## src/rtl/pgrp_pkg.sv

```systemverilog
package pgrp_pkg;
  typedef enum logic {
    PG_FILL  = 1'b0,
    PG_DRAIN = 1'b1
  } pg_state_e;

  typedef struct packed {
    logic hit_delim;
    logic hit_len;
    logic hit_full;
  } pg_close_t;
endpackage

```

## src/rtl/pgrp_store.sv

```systemverilog
module pgrp_store #(
  parameter int DATA_W = 9,
  parameter int DEPTH  = 16,
  localparam int AW    = $clog2(DEPTH)
) (
  input  logic              clk,
  input  logic              rst_n,
  input  logic              wr_en,
  input  logic [AW-1:0]     wr_addr,
  input  logic [DATA_W-1:0] wr_data,
  input  logic [AW-1:0]     rd_addr,
  output logic [DATA_W-1:0] rd_data
);
  logic [DATA_W-1:0] slot_q [DEPTH];

  for (genvar gi = 0; gi < DEPTH; gi++) begin : g_slot
    always_ff @(posedge clk or negedge rst_n) begin
      if (!rst_n) begin
        slot_q[gi] <= '0;
      end else if (wr_en && (wr_addr == AW'(gi))) begin
        slot_q[gi] <= wr_data;
      end
    end
  end

  assign rd_data = slot_q[rd_addr];
endmodule

```

## src/rtl/pgrp_close_eval.sv

```systemverilog
module pgrp_close_eval
  import pgrp_pkg::*;
#(
  parameter int DATA_W = 9,
  parameter int DEPTH  = 16,
  localparam int CNT_W = $clog2(DEPTH + 1)
) (
  input  logic [DATA_W-1:0] word,
  input  logic [CNT_W-1:0]  count_after,
  input  logic              delim_en,
  input  logic [DATA_W-1:0] delim_val,
  input  logic              len_en,
  input  logic [CNT_W-1:0]  len_val,
  output logic              close,
  output logic              forced
);
  pg_close_t why;

  always_comb begin
    why.hit_delim = delim_en && (word == delim_val);
    why.hit_len   = len_en && (len_val != '0) && (count_after == len_val);
    why.hit_full  = (count_after == CNT_W'(DEPTH));
    close  = why.hit_delim || why.hit_len || why.hit_full;
    forced = why.hit_full && !why.hit_delim && !why.hit_len;
  end
endmodule

```

## src/rtl/pgrp_drain_seq.sv

```systemverilog
module pgrp_drain_seq #(
  parameter int DEPTH  = 16,
  localparam int AW    = $clog2(DEPTH),
  localparam int CNT_W = $clog2(DEPTH + 1)
) (
  input  logic             clk,
  input  logic             rst_n,
  input  logic             start,
  input  logic [CNT_W-1:0] start_len,
  input  logic             take,
  output logic             busy,
  output logic [AW-1:0]    rd_addr,
  output logic [CNT_W-1:0] len,
  output logic             first,
  output logic             last,
  output logic             done
);
  logic [AW-1:0]    ptr_q;
  logic [CNT_W-1:0] len_q;
  logic             busy_q;
  logic [CNT_W-1:0] ptr_ext;

  assign ptr_ext = CNT_W'(ptr_q);
  assign busy    = busy_q;
  assign rd_addr = ptr_q;
  assign len     = len_q;
  assign first   = busy_q && (ptr_q == '0);
  assign last    = busy_q && ((ptr_ext + CNT_W'(1)) == len_q);
  assign done    = busy_q && take && last;

  always_ff @(posedge clk or negedge rst_n) begin
    if (!rst_n) begin
      busy_q <= 1'b0;
      ptr_q  <= '0;
      len_q  <= '0;
    end else if (start) begin
      busy_q <= 1'b1;
      ptr_q  <= '0;
      len_q  <= start_len;
    end else if (busy_q && take) begin
      if (last) begin
        busy_q <= 1'b0;
        ptr_q  <= '0;
      end else begin
        ptr_q <= ptr_q + AW'(1);
      end
    end
  end
endmodule

```

## src/rtl/pkt_grouper.sv

```systemverilog
module pkt_grouper
  import pgrp_pkg::*;
#(
  parameter int DATA_W = 9,
  parameter int DEPTH  = 16,
  localparam int AW    = $clog2(DEPTH),
  localparam int CNT_W = $clog2(DEPTH + 1)
) (
  input  logic              clk,
  input  logic              rst_n,
  input  logic              in_valid,
  output logic              in_ready,
  input  logic [DATA_W-1:0] in_data,
  input  logic              delim_en,
  input  logic [DATA_W-1:0] delim_val,
  input  logic              len_en,
  input  logic [CNT_W-1:0]  len_val,
  output logic              out_valid,
  input  logic              out_ready,
  output logic [DATA_W-1:0] out_data,
  output logic              out_first,
  output logic              out_last,
  output logic [CNT_W-1:0]  out_count,
  output logic              out_overflow
);
  pg_state_e        state_q;
  logic [CNT_W-1:0] fill_q;
  logic [CNT_W-1:0] fill_next;
  logic             ovf_q;
  logic             wr_en;
  logic             close;
  logic             forced;
  logic             start;
  logic             done;
  logic             busy;
  logic [AW-1:0]    rd_addr;

  assign in_ready  = (state_q == PG_FILL);
  assign wr_en     = in_valid && in_ready && (delim_en || len_en);
  assign fill_next = fill_q + CNT_W'(1);
  assign start     = wr_en && close;

  pgrp_close_eval #(.DATA_W(DATA_W), .DEPTH(DEPTH)) u_eval (
    .word        (in_data),
    .count_after (fill_next),
    .delim_en    (delim_en),
    .delim_val   (delim_val),
    .len_en      (len_en),
    .len_val     (len_val),
    .close       (close),
    .forced      (forced)
  );

  pgrp_store #(.DATA_W(DATA_W), .DEPTH(DEPTH)) u_store (
    .clk     (clk),
    .rst_n   (rst_n),
    .wr_en   (wr_en),
    .wr_addr (fill_q[AW-1:0]),
    .wr_data (in_data),
    .rd_addr (rd_addr),
    .rd_data (out_data)
  );

  pgrp_drain_seq #(.DEPTH(DEPTH)) u_drain (
    .clk       (clk),
    .rst_n     (rst_n),
    .start     (start),
    .start_len (fill_next),
    .take      (out_ready),
    .busy      (busy),
    .rd_addr   (rd_addr),
    .len       (out_count),
    .first     (out_first),
    .last      (out_last),
    .done      (done)
  );

  assign out_valid    = busy;
  assign out_overflow = busy && ovf_q;

  always_ff @(posedge clk or negedge rst_n) begin
    if (!rst_n) begin
      state_q <= PG_FILL;
      fill_q  <= '0;
      ovf_q   <= 1'b0;
    end else begin
      if (start) begin
        state_q <= PG_DRAIN;
        fill_q  <= '0;
        ovf_q   <= forced;
      end else if (wr_en) begin
        fill_q <= fill_next;
      end
      if (done) begin
        state_q <= PG_FILL;
      end
    end
  end
endmodule

```

## config.mk

```make
export PLATFORM = sky130hd
export DESIGN_NAME = pkt_grouper
export DESIGN_NICKNAME = d
export VERILOG_FILES = /design/src/rtl/pgrp_pkg.sv /design/src/rtl/pgrp_store.sv /design/src/rtl/pgrp_close_eval.sv /design/src/rtl/pgrp_drain_seq.sv /design/src/rtl/pkt_grouper.sv
export SDC_FILE = /design/constraint.sdc
export NUM_CORES = 1
export LEC_CHECK = 0
export BUFFER_PORTS_ARGS = -buffer_cell sky130_fd_sc_hd__buf_2
export CORE_ASPECT_RATIO = 1.1
export CORE_MARGIN = 1
export CORE_UTILIZATION = 40
export DETAILED_ROUTE_END_ITERATION = 16
export GPL_TIMING_DRIVEN = 0
export PLACE_DENSITY = 0.62
export SLEW_MARGIN = 40
export SYNTH_ARGS = -nofsm -noshare
export SYNTH_HDL_FRONTEND = slang
export SYNTH_SLANG_ARGS = --single-unit
```

## constraint.sdc

```tcl
create_clock -name clk -period 2.2 [get_ports clk]
set_input_delay 0.33 -clock clk [delete_from_list [all_inputs] [get_ports clk]]
set_output_delay 0.33 -clock clk [all_outputs]
set_load 0.02 [all_outputs]
```

# == Word level (Yosys, flattened, before mapping) ==
# Cells that the tools add are included.
# word_totals
reg_bits,161
output_inout_bits,19
input_bits,29
# op_classes
reduce_logical,42
order_cmp,1
bitwise_logic,2
n_eq_ne,19
muxes,13
add_sub_neg,3
# ops
operator,n
binary-select mux 9 bit (select 4 bit),1
"equality test 4 bit, second input constant",8
logical AND 1 bit,29
2-to-1 mux 9 bit,2
"equality test 4 x 3 -> 1 bit, second input constant",4
2-to-1 mux 4 bit,3
equality test 5 bit,2
2-to-1 mux 5 bit,2
equality test 9 bit,1
"equality test 4 x 2 -> 1 bit, second input constant",2
logical NOT 4 bit,2
nonzero test 2 bit,4
"adder 4 x 1 -> 5 bit, second input constant",1
"adder 5 x 1 -> 5 bit, second input constant",1
"equality test 5 bit, second input constant",1
"greater-or-equal comparator 5 bit, second input constant",1
2-to-1 mux 1 bit,5
NOT 4 -> 5 bit,1
nonzero test 5 bit,1
"adder 4 x 1 -> 4 bit, second input constant",1
"equality test 4 x 1 -> 1 bit, second input constant",1
logical OR 1 bit,3
logical NOT 1 bit,2
AND reduction 2 bit,1
NOT 1 bit,1

# == Longest topological paths before layout ==
# Gate-level depths: netlist (run 1).
# depth
ltp_word,8
ltp_mapped,11

# == Cells and area by module ==
# From an unflattened synthesis (run 1), not the netlist that was laid out.
# unflattened
hier_cells,526
area_unflattened_um2,7693.6
# by_module_without_submodules
mod,seq_area_each_um2,instances,cells_per_inst,area_each_um2
pgrp_store,3603.5,1,405,6516.2
pgrp_drain_seq,250.2,1,54,584.3
pkt_grouper,175.2,1,41,400.4
pgrp_close_eval,0.0,1,26,192.7

# == Worst setup path after synthesis (run 1) ==
# OpenSTA, ideal clock, no wires.
# synth_timing
kind,reg2reg
startpoint,register u_drain.ptr_q[0] (netlist: u_drain.rd_addr[0])
endpoint,register u_drain.ptr_q[1] (netlist: u_drain.rd_addr[1])
stages_incl_launch_ff,12
n_path_buf,3
arrival_ns,2.684
setup_slack_ns,-0.602
cell_sequence,dfrtp_1 -> buf_2 -> buf_2 -> buf_2 -> inv_1 -> ha_1 -> xnor2_1 -> nand3_1 -> a211oi_1 -> nor3b_1 -> a21oi_1 -> nor2_1
# synth_between
elab_chain_len,6
word_cells_on_any_way,7
classes_between,add/sub (2); eq/ne (1); mux (3); reduce/logical (1)
# synth_rtl
element,line,text
from (decl),pgrp_drain_seq.sv:18,logic [AW-1:0] ptr_q;
from (signal assigned),pgrp_drain_seq.sv:45,ptr_q <= ptr_q + AW'(1);
adder 4 x 1 -> 5 bit,pgrp_drain_seq.sv:28,assign last = busy_q && ((ptr_ext + CNT_W'(1)) == len_q);
equality test 5 bit,pgrp_drain_seq.sv:28,
logical AND 1 bit,pgrp_drain_seq.sv:28,
named net out_last,pkt_grouper.sv:22,"output logic out_last,"
2-to-1 mux 4 bit,pgrp_drain_seq.sv:41,if (last) begin
2-to-1 mux 4 bit,pgrp_drain_seq.sv:40,end else if (busy_q && take) begin
2-to-1 mux 4 bit,pgrp_drain_seq.sv:36,end else if (start) begin
# The timed path passes the listed nets, and every way through them passes these cells. The select of a mux whose other input is x is not followed.
# A chain may end at the register's enable or synchronous reset.

# == Worst setup path after layout (run 1) ==
# layout_timing
startpoint,register u_drain.ptr_q[1] (netlist: u_drain.rd_addr[1])
endpoint,output port out_data[8]
# layout_between
elab_chain_len,4
# layout_rtl
element,line,text
NOT 4 -> 5 bit (implied by the code),pgrp_store.sv:26,assign rd_data = slot_q[rd_addr];
binary-select mux 9 bit (select 4 bit),pgrp_store.sv:26,
2-to-1 mux 9 bit (implied by the code) (2 in a row),pgrp_store.sv:26,
to (decl),pkt_grouper.sv:20,"output logic [DATA_W-1:0] out_data,"
# Every way passes these cells. The select of a mux whose other input is x is not followed.

==> results.tsv, run 1 <==
stage	metric	value	unit
run_status	run_status	complete, but fails checks	
run_status	violations	negative setup slack	
pwr	p_sw	4.58	mW
synthesis	synth_edf_count	0	
timing	worst_clock_skew	0.00759	ns
synthesis	ys.flop_type	dfrtp_1	
floorplanning	boundaryPins	48	
timing	period_share	124	%
synthesis	synth-xor-area-share	2.46	%
pwr	power.internal	8.81	mW
setup_path	critPathKind	register to primary output	
synthesis	synth_area_per_cell	14.0	um2
place	hpwl	13800	um
pwr	power_switching_share	34.2	%
timing	setup_viol	21	
clock_network	clkSinkCount	161	
grt	gr-total-overflow	0	
setup_path	worst_setup_path_end_kind	primary output	
detailed_routing	dr.pass1.iters	4	
floorplanning	rows	53	
place	place.port_buffers	38	
synthesis	synth_fa_ha_area_share	1.13	%
timing	rsz0062_at_grt	yes	
clock_network	cts_buffer_depth	2	
synthesis	synth_compound_area_share	3.96	%
clock_network	htree_num_levels	4	
grt	antenna_found_initial	0	
detailed_routing	drt_iter0_markers	354	
setup_path	crit_fanout	10	
timing	fin_setup_tns	-5.80	ns
clock_network	cts_buffers	17	
setup_path	ff2ff_setup_slack	-0.15	ns
clock_network	cts.clk_slew.worst_paths	0.06	ns
floorplanning	die_y	148	um
grt	grt_pass1_wl	32500	um
timing	slew_headroom	40.8	%
floorplanning	initial_utilization	40.8	%
timing	fmax	367	MHz
synthesis	synth-seq-cells	161	
synthesis	synth_top_family_by_area	multiplexers	
pwr	power.density	1380	nW/um2
timing	finalWorstSetupSlack	-0.525	ns
pwr	vdd_drop_max	0.673	mV
synthesis	ys_warn_count	0	
floorplanning	die_width	135	um
pwr	p_seq_share	36.3	%
place	gp_congestion	0.846	
timing	drv_slew	0	
cells_and_area	drive_above_1_share	54.1	%
timing	hold_violations	0	
cells_and_area	antennaDiodeCount	0	
job	max-cap-violations	0	
synthesis	syn_area	7770	um2
clock_network	cts_tree	yes	
synthesis	syn_inst	555	
setup_path	crit_arrival	2.40	ns
setup_path	startpoint_type	register	
synthesis	synth_simple_gate_area_share	5.64	%
floorplanning	core	19000	um2
grt	first_global_vias	5445	
synthesis	synth.distinct_cells	46	
detailed_routing	wire_per_inst	23.4	um
setup_path	cp.required	1.87	ns
cells_and_area	nFillCells	1541	
clock_network	clkLatencyLatePin	0.44	ns
pwr	p_leak	4.25	nW
synthesis	async_flop_share	100	%
clock_network	clockRootBuffer	clkbuf_16	
timing	period_minus_slack	2.73	ns
detailed_routing	vias	5163	
detailed_routing	drc	0	
min_path	hold_path_class	primary input to asynchronous set/reset pin	
pwr	total_power	13.4	mW
grt	grt_max_degree	75	
pwr	pwr-share-comb	43.6	%
synthesis	syn_nets	591	
floorplanning	dieArea	20000	um2
synthesis	synth.area.mux_share	32.2	%
cells_and_area	areaGrowthSynthToFinish	24.9	%
timing	worst_pin_slew	0.883	ns
grt	grt_usage	22.6	%
detailed_routing	via_per_inst	5.67	
cells_and_area	nets	687	
detailed_routing	final_antenna_net_count	0	
detailed_routing	wirelength	21300	um
pwr	clkPwrFrac	20.1	%
synthesis	ys_seq_area_share	51.9	%
[cell type report]
type	count	area, um2	area share (%)
clock buffer	24	472	4.86
multi-input combinational	344	3910	40.3
timing repair buffer	78	627	6.46
buffer	41	255	2.63
inverter	8	42.5	0.439
sequential	161	4030	41.5
tap	247	309	3.19
clock inverter	8	56.3	0.580
[layer usage]
metal	GRT usage, %	up-vias	routed length, um
li1	-	2227	-
met1	29.0	2752	9000
met2	36.3	147	10500
met3	4.46	37	1080
met4	11.7	0	774
met5	0	-	0
[through the flow]
step,cells,utilization [%],worst slack [ns],hold WS [ns],instance area (um2)
after floorplan,555,-,-0.0621,0.0344,7820
after global placement,840,43.7,-1.50,0.480,8320
after detailed placement,842,44.1,-0.587,0.233,8390
after CTS,900,50.1,-0.515,0.353,9530
after global routing,911,51.0,-0.554,0.403,9700
final,911,51.0,-0.525,0.369,9700
[synthesized netlist by cell type, types with 9 or more instances]
cell type | number | area (um2)
a211oi_1 | 10 | 75.1
a31oi_1 | 9 | 56.3
clkbuf_1 | 32 | 120
dfrtp_1 | 161 | 4030
mux2_2 | 145 | 1630
mux4_2 | 36 | 811
nand2_1 | 30 | 113
nand3_1 | 14 | 70.1
nor2b_1 | 12 | 75.1
xnor2_1 | 15 | 131
[cell families after synthesis]
kind of cell	after synthesis
buf+inv	50
flops	161
xor+xnor	21
compound gates	45
simple gates	85
mux	186
fa+ha+maj	7
[power by group through the flow]
stage                     Clock, mW  Sequential [mW]  Combinational [mW]
after global routing           2.87             4.99                6.19
after floorplan                   0             4.69                3.50
after detailed placement          0             4.87                4.66
final                          2.70             4.86                5.84
after CTS                      2.75             4.83                5.62
after global placement            0             4.75                4.53
[repair_timing]
item / in CTS / in global routing
cloned: 1 / 0
endpoints found under the setup margin: 133 / 95
hold endpoints to repair: 35 / 0
hold buffers: 1 / 0
buffers inserted: 25 / 14
gates resized for setup: 91 / 24
pin swaps: 25 / 11
[final timing paths]
kind                                     from                 end  cells past startpoint
min in group clk                    out_ready  u_drain.rd_addr[0]                      4
max in group asynchronous               rst_n  u_store.slot_q[50]                      3
max reg2reg                         fill_q[0]      u_drain.len[3]                     10
min reg2reg                           state_q             state_q                      1
min                                     rst_n      u_drain.len[4]                      2
max                        u_drain.rd_addr[1]         out_data[8]                      6
[placed cells by master, fill, tap and decap left out, types with 4 or more instances in the layout]
cell type / n
nor2b_4: 6
xnor2_1: 13
clkbuf_1: 27
clkbuf_2: 5
mux4_2: 36
mux2_2: 144
inv_1: 4
nor2b_1: 6
nand3_2: 12
ha_4: 4
clkbuf_16: 17
xor2_1: 4
nor2_1: 6
buf_6: 10
nand2_1: 29
nand4_1: 7
dfrtp_1: 160
buf_2: 33
a211oi_4: 6
buf_12: 5
a211oi_2: 4
a31oi_1: 7
a21oi_1: 6
o21ai_0: 4
buf_4: 32
[critical path, stage by stage (launching register included)]
cell,delay [ns]
dfrtp_1,0.46
buf_2,0.37
mux4_2,0.36
nor2b_1,0.17
a211oi_2,0.23
a31oi_1,0.12
buf_4,0.24
[state kept, by name, indices dropped and copies added, names as in the netlist]
name,count
fill_q,5
u_drain.busy,1
ovf_q,1
u_drain.rd_addr,4
u_store.slot_q,144
u_drain.len,5
state_q,1
Power figures use the tool's default switching activity.
==> run 2: changes to the inputs <==
==> constraint.sdc (replaced) <==
create_clock -name clk -period 2.2 [get_ports clk]
set_input_delay 0.33 -clock clk [delete_from_list [all_inputs] [get_ports clk]]
set_output_delay 0.33 -clock clk [all_outputs]
set_load 0.01 [all_outputs]
==> run 2 against run 1 <==
The run still ends with negative setup slack left. Via count down 2.5%. Clock skew is 0.0026 ns higher. Critical path depth rose by 1. Power rose by 1.4%. Non-clock buffer count down 4. Core utilization grew 0.37 points. Wire length is 4.2% lower. Clock-buffer cell count fell by 4. Register-to-register slack worse by 0.03 ns. Final cell count is 0.66% lower. Global-route usage fell by 0.46 points. Largest cell class unchanged. Highest routed layer unchanged.
==> results.tsv, run 2 (synthesis results as in run 1) <==
stage	metric	value	unit
run_status	run_status	complete, but fails checks	
run_status	violations	negative setup slack	
timing	worst_clock_skew	0.0102	ns
timing	worst_pin_slew	0.771	ns
timing	setup_viol	21	
setup_path	crit_arrival	2.31	ns
setup_path	crit_family	buffers and inverters	
cells_and_area	mostFrequentLayoutCell	dfrtp_1	
floorplanning	die_width	135	um
clock_network	cts_buffers	17	
setup_path	worst_setup_path_end_kind	primary output	
clock_network	clockRootBuffer	clkbuf_16	
timing	fmax	379	MHz
floorplanning	core	19000	um2
setup_path	critPathKind	register to primary output	
grt	first_global_vias	5541	
floorplanning	initial_utilization	40.8	%
detailed_routing	wirelength	20400	um
cells_and_area	layout_common_cells	160 x dfrtp_1, 144 x mux2_2, 39 x buf_2	
detailed_routing	wire_per_inst	22.6	um
detailed_routing	via_per_inst	5.56	
timing	drv_slew	0	
detailed_routing	dr.pass1.iters	5	
grt	grt_usage	22.1	%
clock_network	cts_buffer_depth	2	
timing	whs	0.354	ns
clock_network	htree_num_levels	4	
floorplanning	die_y	148	um
clock_network	clkSinkCount	161	
cells_and_area	nFillCells	1576	
setup_path	cp_slowest_stage_delay	0.48	ns
setup_path	crit_fanout	5	
setup_path	slowest_stage	mux4_2	
timing	rsz0062_at_grt	yes	
min_path	hold_path_class	primary input to asynchronous set/reset pin	
detailed_routing	drc	0	
cells_and_area	areaGrowthSynthToFinish	25.8	%
grt	grt_pass1_wl	32400	um
floorplanning	dieArea	20000	um2
job	max-cap-violations	0	
setup_path	startpoint_type	register	
cells_and_area	antennaDiodeCount	0	
cells_and_area	largest_reg_flops	144	
setup_path	cp_cell_sequence	buf_6 -> buf_16 -> mux4_2 -> nor2b_1 -> a211oi_2 -> a31oi_1 -> buf_2	
pwr	vdd_drop_max	0.686	mV
setup_path	cp.required	1.87	ns
cells_and_area	drive_above_1_share	54.4	%
floorplanning	rows	53	
clock_network	cts.clk_slew.worst_paths	0.06	ns
pwr	total_power	13.6	mW
grt	grt_max_degree	82	
cells_and_area	regMostFlops	u_store.slot_q	
timing	fin_setup_tns	-5.24	ns
cells_and_area	postLayoutCoreUtil	51.3	%
timing	hold_violations	0	
place	gp_congestion	0.833	
timing	finalWorstSetupSlack	-0.442	ns
place	place.port_buffers	38	
timing	period_share	120	%
grt	antenna_found_initial	0	
pwr	p_leak	4.28	nW
cells_and_area	nets	683	
pwr	power.density	1390	nW/um2
place	place_ws	-0.611	ns
detailed_routing	vias	5036	
grt	gr-total-overflow	0	
clock_network	clkLatencyLatePin	0.43	ns
setup_path	crit_buf_inv	3	
detailed_routing	drt_iter0_markers	319	
timing	slew_headroom	48.4	%
floorplanning	boundaryPins	48	
timing	period_minus_slack	2.64	ns
detailed_routing	final_antenna_net_count	0	
clock_network	cts_tree	yes	
place	hpwl	13400	um
-- run 2: changes by cell type in the layout (fill, tap and decap cells not counted), moves of 4 or more --
cell / change
buf_2: +6
buf_4: -11
bufinv_16: +4
clkbuf_1: -5
-- run 2: cell type report --
| cell class | instances | area [um2] | share of cell area, % |
|---|---|---|---|
| timing repair buffer | 75 | 603 | 6.17 |
| multi-input combinational | 344 | 3910 | 40.0 |
| sequential | 161 | 4030 | 41.2 |
| clock buffer | 20 | 457 | 4.67 |
| tap | 247 | 309 | 3.16 |
| inverter | 8 | 42.5 | 0.435 |
| clock inverter | 10 | 160 | 1.64 |
| buffer | 40 | 262 | 2.68 |
-- run 2: repair_timing --
action                     4_1_cts  5_1_grt
setup endpoints to repair      141      104
gates resized for setup         92       26
buffers inserted                28        6
pin swaps                       18        8
hold buffers                     1        0
cloned                           1        0
hold endpoints to repair        28        0
-- run 2: path summary, 6_finish.rpt --
check | startpoint | end | slack (ns) | depth (start not counted)
worst min-delay path | rst_n | u_store.slot_q[43] | 0.35 | 2
worst max-delay path | u_drain.rd_addr[0] | out_data[7] | -0.44 | 7
worst max register to register | fill_q[1] | u_drain.len[3] | -0.18 | 10
min in group clk | len_val[4] | ovf_q | 0.37 | 4
worst min register to register | state_q | state_q | 0.49 | 1
max in group asynchronous | rst_n | u_store.slot_q[77] | 1.16 | 3
-- run 2: through the flow --
step                cell area [um2]  cells
CTS                            9650    901
global route                   9770    905
finish                         9770    905
detailed placement             8370    842
floorplan                      7800    555
global placement               8300    840
-- run 2: power by group --
group          internal [mW]  switching, mW
logic                   3.11           2.50
clock network           1.94           1.16
registers               4.17          0.692
total                   9.22           4.35
-- run 2: metal layers --
| layer | vias to the layer above | global-route usage (%) | routed length, um |
|---|---|---|---|
| met5 | - | 0 | 0 |
| met1 | 2666 | 26.5 | 8140 |
| li1 | 2218 | - | - |
| met3 | 27 | 4.02 | 848 |
| met4 | 0 | 8.88 | 516 |
| met2 | 125 | 39.1 | 10900 |
==> run 3: changes to the inputs <==
--- a/config.mk
+++ b/config.mk
@@ -11,6 +11,7 @@
 export CORE_UTILIZATION = 40
 export DETAILED_ROUTE_END_ITERATION = 16
 export GPL_TIMING_DRIVEN = 0
+export MAX_ROUTING_LAYER = met4
 export PLACE_DENSITY = 0.62
 export SLEW_MARGIN = 40
 export SYNTH_ARGS = -nofsm -noshare
==> constraint.sdc (replaced) <==
create_clock -name clk -period 2.2 [get_ports clk]
set_input_delay 0.33 -clock clk [delete_from_list [all_inputs] [get_ports clk]]
set_output_delay 0.33 -clock clk [all_outputs]
set_load 0.05 [all_outputs]
==> run 3 against run 2 <==
The flow still finishes with violations (negative setup slack). Combinational power grew 14%. Global-route usage increased by 0.53 points. Clock power fell by 3%. Critical endpoint is now out_data[4].
==> results.tsv, run 3 (synthesis results as in run 1) <==
stage	metric	value	unit
setup_path	worst_setup_path_end_kind	primary output	
setup_path	crit_arrival	2.38	ns
setup_path	critPathKind	register to primary output	
setup_path	ff2ff_setup_slack	-0.15	ns
cells_and_area	fin_cells	910	
job	max-cap-violations	0	
min_path	hold_path_class	primary input to asynchronous set/reset pin	
timing	period_share	123	%
grt	antenna_found_initial	0	
setup_path	r2r_start	fill_q[0]	
floorplanning	boundaryPins	48	
detailed_routing	vias	5093	
place	hpwl	13500	um
pwr	p_leak	4.28	nW
floorplanning	die_y	148	um
clock_network	cts_buffers	17	
timing	whs	0.409	ns
setup_path	startpoint	u_drain.rd_addr[0]	
setup_path	startpoint_type	register	
floorplanning	initial_utilization	40.8	%
clock_network	clkSinkCount	161	
setup_path	timing.rr.end	u_drain.len[1]	
detailed_routing	wirelength	20500	um
grt	gr-total-overflow	0	
run_status	violations	negative setup slack	
cells_and_area	layout_common_cells	159 x dfrtp_1, 144 x mux2_2, 36 x mux4_2	
detailed_routing	final_antenna_net_count	0	
setup_path	crit_fanout	6	
detailed_routing	drt_iter0_markers	284	
pwr	p_seq_share	34.1	%
timing	worst_clock_skew	0.00651	ns
detailed_routing	dr.pass1.iters	5	
timing	setup_viol	21	
timing	slew_headroom	48.4	%
cells_and_area	areaGrowthSynthToFinish	27.0	%
cells_and_area	nets	686	
detailed_routing	drc	0	
clock_network	clkLatencyLatePin	0.42	ns
grt	grt_max_degree	63	
floorplanning	core	19000	um2
setup_path	critPathCapture	out_data[4]	
cells_and_area	mostFrequentLayoutCell	dfrtp_1	
pwr	pwr-share-comb	44.7	%
floorplanning	dieArea	20000	um2
setup_path	cp.required	1.87	ns
timing	fmax	369	MHz
pwr	power.density	1440	nW/um2
detailed_routing	wire_per_inst	22.5	um
grt	first_global_vias	5416	
pwr	clkPwrFrac	21.1	%
cells_and_area	antennaDiodeCount	0	
run_status	run_status	complete, but fails checks	
floorplanning	rows	53	
clock_network	cts_tree	yes	
cells_and_area	regMostFlops	u_store.slot_q	
detailed_routing	via_per_inst	5.60	
pwr	power_switching_share	35.6	%
clock_network	cts_buffer_depth	2	
timing	finalWorstSetupSlack	-0.509	ns
timing	hold_violations	0	
place	placed_cells	842	
timing	drv_slew	0	
clock_network	htree_num_levels	4	
place	place.port_buffers	38	
timing	rsz0062_at_grt	yes	
setup_path	r2r_cells	9	
cells_and_area	largest_reg_flops	144	
cells_and_area	drive_above_1_share	55.4	%
clock_network	clockRootBuffer	clkbuf_16	
timing	period_minus_slack	2.71	ns
pwr	p_sw	5.06	mW
pwr	power.internal	9.17	mW
pwr	vdd_drop_max	1.16	mV
place	gp_congestion	0.802	
grt	grt_usage	22.6	%
grt	grt_pass1_wl	32100	um
floorplanning	die_width	135	um
timing	worst_pin_slew	0.770	ns
clock_network	cts.clk_slew.worst_paths	0.06	ns
-- run 3: cell types whose count changed in the layout (fill, tap and decap cells not counted), moves of 3 or more --
cell      change
clkinv_2      -3
a31oi_1       -8
nand3_2       -4
buf_2        -12
buf_4         +8
nand3_4       +3
inv_6         +3
a31oi_2       +8
nor2b_4       -3
buf_6         +5
-- run 3: final cells by class --
class,count,area (um2)
Buffer,42,273
Clock buffer,20,457
Clock inverter,12,149
Fill cell,1614,9170
Inverter,8,42.5
Multi-Input combinational cell,344,3930
Sequential cell,161,4030
Tap cell,247,309
Timing Repair Buffer,76,676
-- run 3: worst min-delay path by stage --
stage	cells after the start	start	slack (ns)	endpoint
floorplan	0	rst_n	0.03	fill_q[0]
global placement	1	state_q	0.48	state_q
detailed placement	1	rst_n	0.27	fill_q[4]
CTS	4	out_ready	0.36	u_drain.rd_addr[0]
global route	4	out_ready	0.42	u_drain.rd_addr[0]
finish	2	rst_n	0.41	fill_q[4]
-- run 3: power by group through the flow --
stage               registers, mW  clock network [mW]  logic (mW)
detailed placement           4.88                   0        5.21
CTS                          4.83                3.06        5.93
global placement             4.77                   0        5.08
global route                 4.99                3.20        6.76
floorplan                    4.78                   0        3.97
finish                       4.86                3.01        6.37
-- run 3: repair_timing --
action	4_1_cts	5_1_grt
setup endpoints to repair	124	96
resized for setup	81	35
endpoints found under the hold margin	47	0
hold buffers	1	0
pin swaps	15	9
cloned	0	2
buffers inserted	22	11
-- run 3: stage by stage --
| step | utilization [%] | total power [mW] | worst slack, ns | instance area, um2 | setup TNS (ns) |
|---|---|---|---|---|---|
| finish | 51.8 | 14.2 | -0.509 | 9860 | -5.54 |
| CTS | 50.4 | 13.8 | -0.514 | 9590 | -5.60 |
| floorplan | - | 8.75 | -0.167 | 7920 | -0.591 |
| global route | 51.8 | 15.0 | -0.576 | 9860 | -7.59 |
| global placement | 44.2 | 9.85 | -1.48 | 8420 | -255.95 |
| detailed placement | 44.6 | 10.1 | -0.770 | 8490 | -20.58 |
-- run 3: critical path, stage by stage (launching register included) --
cell	delay (ns)
dfrtp_1	0.36
buf_6	0.17
clkbuf_16	0.18
mux4_2	0.49
nor2b_4	0.14
a211oi_2	0.29
a31oi_2	0.10
buf_6	0.22
-- run 3: per-layer routing --
layer  GRT usage (%)  share of wire (%)  vias up
met1            28.1                 42     2712
met5               -                  0        -
met2            36.5                 51      127
li1                -                  -     2233
met3            5.49                4.5       21
met4            6.97                1.8        0
